## src/rtl/pfb_pkg.sv

```systemverilog
package pfb_pkg;

  typedef enum logic {
    ST_IDLE = 1'b0,
    ST_WAIT = 1'b1
  } fetch_state_e;

  // Little-endian lane pick: lane k is bits [8k+7:8k]
  function automatic logic [7:0] lane_of(input logic [31:0] word, input logic [1:0] lane);
    return word[{lane, 3'b000} +: 8];
  endfunction

endpackage

```

## src/rtl/pfb_line.sv

```systemverilog
module pfb_line #(
  parameter int TW = 14
) (
  input  logic          clk,
  input  logic          rst,
  input  logic          fill,
  input  logic          flush,
  input  logic [TW-1:0] fill_tag,
  input  logic [31:0]   fill_word,
  input  logic [TW-1:0] look_tag,
  output logic          hit,
  output logic          line_valid,
  output logic [31:0]   line_word
);

  logic [TW-1:0] line_tag;

  always_ff @(posedge clk) begin
    if (rst) begin
      line_valid <= 1'b0;
      line_tag   <= '0;
      line_word  <= '0;
    end else if (flush) begin
      line_valid <= 1'b0;
    end else if (fill) begin
      line_valid <= 1'b1;
      line_tag   <= fill_tag;
      line_word  <= fill_word;
    end
  end

  assign hit = line_valid && (line_tag == look_tag);

endmodule

```

## src/rtl/pfb_miss_ctrl.sv

```systemverilog
module pfb_miss_ctrl #(
  parameter int TW  = 14,
  parameter int LAT = 4
) (
  input  logic          clk,
  input  logic          rst,
  input  logic          start,
  input  logic [TW-1:0] start_tag,
  output logic          busy,
  output logic          fill,
  output logic [TW-1:0] fetch_tag
);
  import pfb_pkg::*;

  localparam int CW = (LAT > 1) ? $clog2(LAT) : 1;
  localparam logic [CW-1:0] LAST = CW'(LAT - 1);

  fetch_state_e  state;
  logic [CW-1:0] cnt;

  always_ff @(posedge clk) begin
    if (rst) begin
      state     <= ST_IDLE;
      cnt       <= '0;
      fetch_tag <= '0;
    end else begin
      case (state)
        ST_IDLE: begin
          if (start) begin
            state     <= ST_WAIT;
            cnt       <= '0;
            fetch_tag <= start_tag;
          end
        end
        ST_WAIT: begin
          if (cnt == LAST) state <= ST_IDLE;
          else             cnt   <= cnt + 1'b1;
        end
        default: state <= ST_IDLE;
      endcase
    end
  end

  assign busy = (state == ST_WAIT);
  assign fill = busy && (cnt == LAST);

endmodule

```

## src/rtl/pfb_lane_mux.sv

```systemverilog
module pfb_lane_mux (
  input  logic [31:0] word,
  input  logic [1:0]  lane,
  output logic [7:0]  byte_out
);
  import pfb_pkg::*;

  always_comb byte_out = lane_of(word, lane);

endmodule

```

## src/rtl/byte_prefetch_buf.sv

```systemverilog
module byte_prefetch_buf #(
  parameter int AW  = 16,
  parameter int LAT = 4
) (
  input  logic          clk,
  input  logic          rst,
  input  logic          req_valid,
  input  logic [AW-1:0] req_addr,
  input  logic          flush,
  output logic          ready,
  output logic [7:0]    rdata,
  output logic          mem_rd,
  output logic [AW-3:0] mem_addr,
  input  logic [31:0]   mem_rdata
);

  localparam int TW = AW - 2;

  logic          hit;
  logic          line_valid;
  logic [31:0]   line_word;
  logic          busy;
  logic          fill;
  logic          miss_start;
  logic [TW-1:0] fetch_tag;
  logic [TW-1:0] look_tag;

  assign look_tag   = req_addr[AW-1:2];
  assign miss_start = req_valid && !hit && !busy;

  pfb_line #(.TW(TW)) u_line (
    .clk        (clk),
    .rst        (rst),
    .fill       (fill),
    .flush      (flush),
    .fill_tag   (fetch_tag),
    .fill_word  (mem_rdata),
    .look_tag   (look_tag),
    .hit        (hit),
    .line_valid (line_valid),
    .line_word  (line_word)
  );

  pfb_miss_ctrl #(.TW(TW), .LAT(LAT)) u_ctrl (
    .clk       (clk),
    .rst       (rst),
    .start     (miss_start),
    .start_tag (look_tag),
    .busy      (busy),
    .fill      (fill),
    .fetch_tag (fetch_tag)
  );

  pfb_lane_mux u_mux (
    .word     (line_word),
    .lane     (req_addr[1:0]),
    .byte_out (rdata)
  );

  assign ready    = req_valid && hit && !busy;
  assign mem_rd   = busy;
  assign mem_addr = fetch_tag;

endmodule

```

## config.mk

```make
export PLATFORM = sky130hd
export DESIGN_NAME = byte_prefetch_buf
export DESIGN_NICKNAME = d
export VERILOG_FILES = /design/src/rtl/pfb_pkg.sv /design/src/rtl/pfb_line.sv /design/src/rtl/pfb_miss_ctrl.sv /design/src/rtl/pfb_lane_mux.sv /design/src/rtl/byte_prefetch_buf.sv
export SDC_FILE = /design/constraint.sdc
export NUM_CORES = 1
export LEC_CHECK = 0
export BUFFER_PORTS_ARGS = -buffer_cell sky130_fd_sc_hd__clkbuf_2
export CELL_PAD_IN_SITES_DETAIL_PLACEMENT = 1
export CELL_PAD_IN_SITES_GLOBAL_PLACEMENT = 2
export CORE_MARGIN = 2
export CORE_UTILIZATION = 30
export CTS_CLUSTER_SIZE = 40
export DETAILED_ROUTE_END_ITERATION = 16
export HOLD_SLACK_MARGIN = 0.08
export PLACE_DENSITY = 0.81
export SLEW_MARGIN = 20
export SYNTH_ARGS = -nofsm -noshare
export SYNTH_HDL_FRONTEND = slang
export SYNTH_SLANG_ARGS = --single-unit
```

## constraint.sdc

```tcl
create_clock -name clk -period 2.3 [get_ports clk]
set_clock_uncertainty 0.2 [all_clocks]
set_input_delay 0.345 -clock clk [delete_from_list [all_inputs] [get_ports clk]]
set_output_delay 0.345 -clock clk [all_outputs]
set_load 0.005 [all_outputs]
```

==> run summary <==
### Synthesis
• 0 — number of synthesized flops with an enable pin
• 93 x nand2_1, 64 x dfxtp_1, 47 x a21oi_1 — most numerous cell types in the synthesized netlist
• 363 — net count of the mapped netlist
• dfxtp_1 — Synth area leader
• 0 — YS warnings
• 310 — number of instances in the synthesized netlist
• 2720 um^2 — synthesized area
• dfxtp_1 — ys flop type
• 64 — Synth Register Bits
• 0.470 — sequential element share of the synthesized area
• nand2_1 — cell with the most instances after synthesis
• 0.470 — proportion of netlist area held by the largest area contributor
• dfxtp_1 47%, nand2_1 13%, a21oi_1 8.6% — Area contributors post-synth
• 8.79 um^2 — average footprint of a synthesized cell
• 26 — library cells used by synthesis
• 0 — asr flop ratio synth

### GRT
• 0 — total gr overflow
• 0.163 — All-Layer GR Usage
• 2686 — via count of the first global-routing pass
• 47 — largest net degree at the start of global routing
• 0 — initial antenna violation count
• 12.6 mm — first-pass GRT wire length

### Routing
• 2493 — via total after detailed routing
• 4 — number of detailed-routing iterations run before antenna repair
• 62 — number of DRC markers after the initial detailed-route iteration
• 0 — remaining antenna violation count
• 14.6 um — drt wl/cell
• 4.72 — via density per instance
• 0 — final routed DRC violation total
• 7.71 mm — total detailed-routing wirelength

### Placement
• 75 — buffers added on ports
• 5.19 mm — HPWL after detailed placement
• 0.768 — RePlAce Congestion

### Power and ir drop
• 0.272 mV — VDD IR-drop max
• 641 nW/um^2 — Power Density
• 2460 uW — Total Power
• 0.00150 uW — total leakage power

### Outcome
• complete, but fails checks — status
• negative setup slack — violations in the final reports

### Die
• 99.3 um — Horiz. Die Dim
• 34 — Rows
• 99.3 um — die height
• 8760 um^2 — Core Box Area
• 0.311 — initial core utilization
• 76 — count of boundary I/O pins
• 9860 um^2 — Die Footprint

### Clocking
• clkbuf_8 — clock root buffer master
• 64 — TritonCTS sink count
• 3 — count of H-tree levels built during CTS
• 9 — Num CTS Buffers
• 2 — number of buffers on the longest clock path
• 70 ps — clock slew at the register clock pins of the worst setup and hold paths
• yes — CTS tree
• 330 ps — clock latency reported for the late side of the worst-skew pair

### Critical path
• 260 ps — minimum setup slack among reg-to-reg paths
• 1770 ps — critical path arrival
• u_line.line_tag[12]$_SDFFE_PP0P_ — crit path from
• 2 — maximum fanout encountered on the critical timing path
• 5 — R2R depth
• output port — Critical Path Sink Type
• u_line.line_word[5]$_SDFFE_PP0P_ — terminus of the critical flop-to-flop path
• flip-flop — startpoint types
• 1750 ps — Required @ worst endpoint
• ready — Critical Path Sink
• flip-flop to output port — Setup CP Type
• u_ctrl.cnt[0]$_SDFFE_PP0P_ — r2r startpoint

### Flow run
• 0 — Max-cap violations

### Final layout
• 1048 — number of fill cells in the layout
• 40.9% — area grow syn2layout
• 469 — layout net count
• 0.295 — share of layout cells above drive strength 1
• 0 — number of antenna diodes

### STA
• 947 ps — transition at the pin with the smallest max-transition slack
• 1.01 — final worst path period share
• -13.2 ps — final total negative setup slack
• 0 — Final Hold Fails
• 432 MHz — highest achievable clock rate
• 2310 ps — crit path time final
• yes — unrepaired setup endpoints after global routing
• -13.2 ps — min setup slack post-route
• 0.369 — tightest slew margin relative to the limit
• 0 — total count of max-transition violations in the final report
• 1 — final setup vio count

### Hold path
• input pin to flip-flop — hold crit path type
• req_addr[15] — Worst Min Path Start

-- where the power goes --
part,switching (uW),leakage [uW],total [uW],internal (uW)
clock network,408,0.000112,1070,663
logic,103,0.000867,242,139
registers,18.3,0.000522,1150,1130
total,529,0.00150,2460,1930
-- cells in the final DEF, fill, tap and decap left out, types with 2 or more instances in the layout --
cell type	n
dfxtp_1	57
a21oi_1	47
bufinv_16	2
xnor2_2	7
buf_4	7
nand3b_1	2
mux4_2	8
dfxtp_2	7
mux2i_1	14
nand2b_1	29
nand2_1	93
dlygate4sd3_1	34
nand4_1	3
inv_1	2
clkbuf_8	11
clkbuf_2	75
xnor2_1	7
-- worst min path at each step --
stage	to	slack [ps]	depth (start not counted)
after floorplan	u_line.line_valid$_SDFFE_PP0P_	220	1
after global placement	u_line.line_word[15]$_SDFFE_PP0P_	240	2
after detailed placement	u_line.line_word[26]$_SDFFE_PP0P_	250	2
after CTS	u_ctrl.fetch_tag[13]$_SDFFE_PP0P_	80	3
after global routing	u_ctrl.fetch_tag[6]$_SDFFE_PP0P_	90	3
final	u_ctrl.fetch_tag[13]$_SDFFE_PP0P_	90	3
-- what timing repair did --
| action | 4_1_cts | 5_1_grt |
|---|---|---|
| hold buffers | 34 | 0 |
| resized for setup | 14 | 2 |
| setup buffers | 0 | 0 |
| pin swaps | 11 | 2 |
| setup endpoints to repair | 1 | 1 |
| endpoints found under the hold margin | 34 | 0 |
-- metrics by stage --
| step | instance area (um^2) | setup slack, ps | hold WS [ps] | instances | utilization |
|---|---|---|---|---|---|
| global route | 3840 | -101 | 88.9 | 528 | 0.438 |
| CTS | 3830 | -24.6 | 80.3 | 528 | 0.437 |
| detailed placement | 3210 | 47.1 | 247 | 479 | 0.366 |
| floorplan | 2720 | 346 | 224 | 310 | - |
| finish | 3840 | -13.2 | 92.3 | 528 | 0.438 |
| global placement | 3210 | 82.3 | 239 | 479 | 0.366 |
-- flip-flops by register name, summed over array words and instances (netlist names) --
signal             flops
u_ctrl.cnt             2
u_line.line_tag       14
u_ctrl.busy            1
u_ctrl.fetch_tag      14
u_line.line_word      32
u_line.line_valid      1
-- routing by layer --
| layer | vias up | wire [um] | part of all wire | GRT usage |
|---|---|---|---|---|
| li1 | 1235 | - | - | - |
| met1 | 1193 | 3510 | 0.45 | 0.192 |
| met2 | 50 | 3780 | 0.49 | 0.284 |
| met3 | 15 | 228 | 0.030 | 0.0365 |
| met4 | 0 | 199 | 0.026 | 0.0727 |
| met5 | - | 0 | 0 | 0 |
-- worst max-delay path, stage by stage, from the launching register on --
cell,delay (ps)
dfxtp_1,360
xnor2_1,140
nand4_1,110
or4_4,530
nor3b_2,170
clkbuf_2,130
-- cell families after synthesis --
family	count (synthesis)	synth area share
DFF	64	0.470
AOI/OAI and AO/OA	50	0.0951
buffers and inverters	24	0.0418
and+or+nand+nor	135	0.226
muxes	22	0.118
adders and majority gates	1	0.00459
xor gates and xnor gates	14	0.0450
-- layout make-up --
| cell class | instances | area, um^2 | area share |
|---|---|---|---|
| multi-input combinational | 222 | 1400 | 0.364 |
| clock buffer | 12 | 155 | 0.0404 |
| sequential | 64 | 1290 | 0.336 |
| clock inverter | 3 | 65.1 | 0.0169 |
| tap | 108 | 135 | 0.0352 |
| timing repair buffer | 117 | 788 | 0.205 |
| inverter | 2 | 7.51 | 0.00196 |
(Power assumes the default switching activity.)
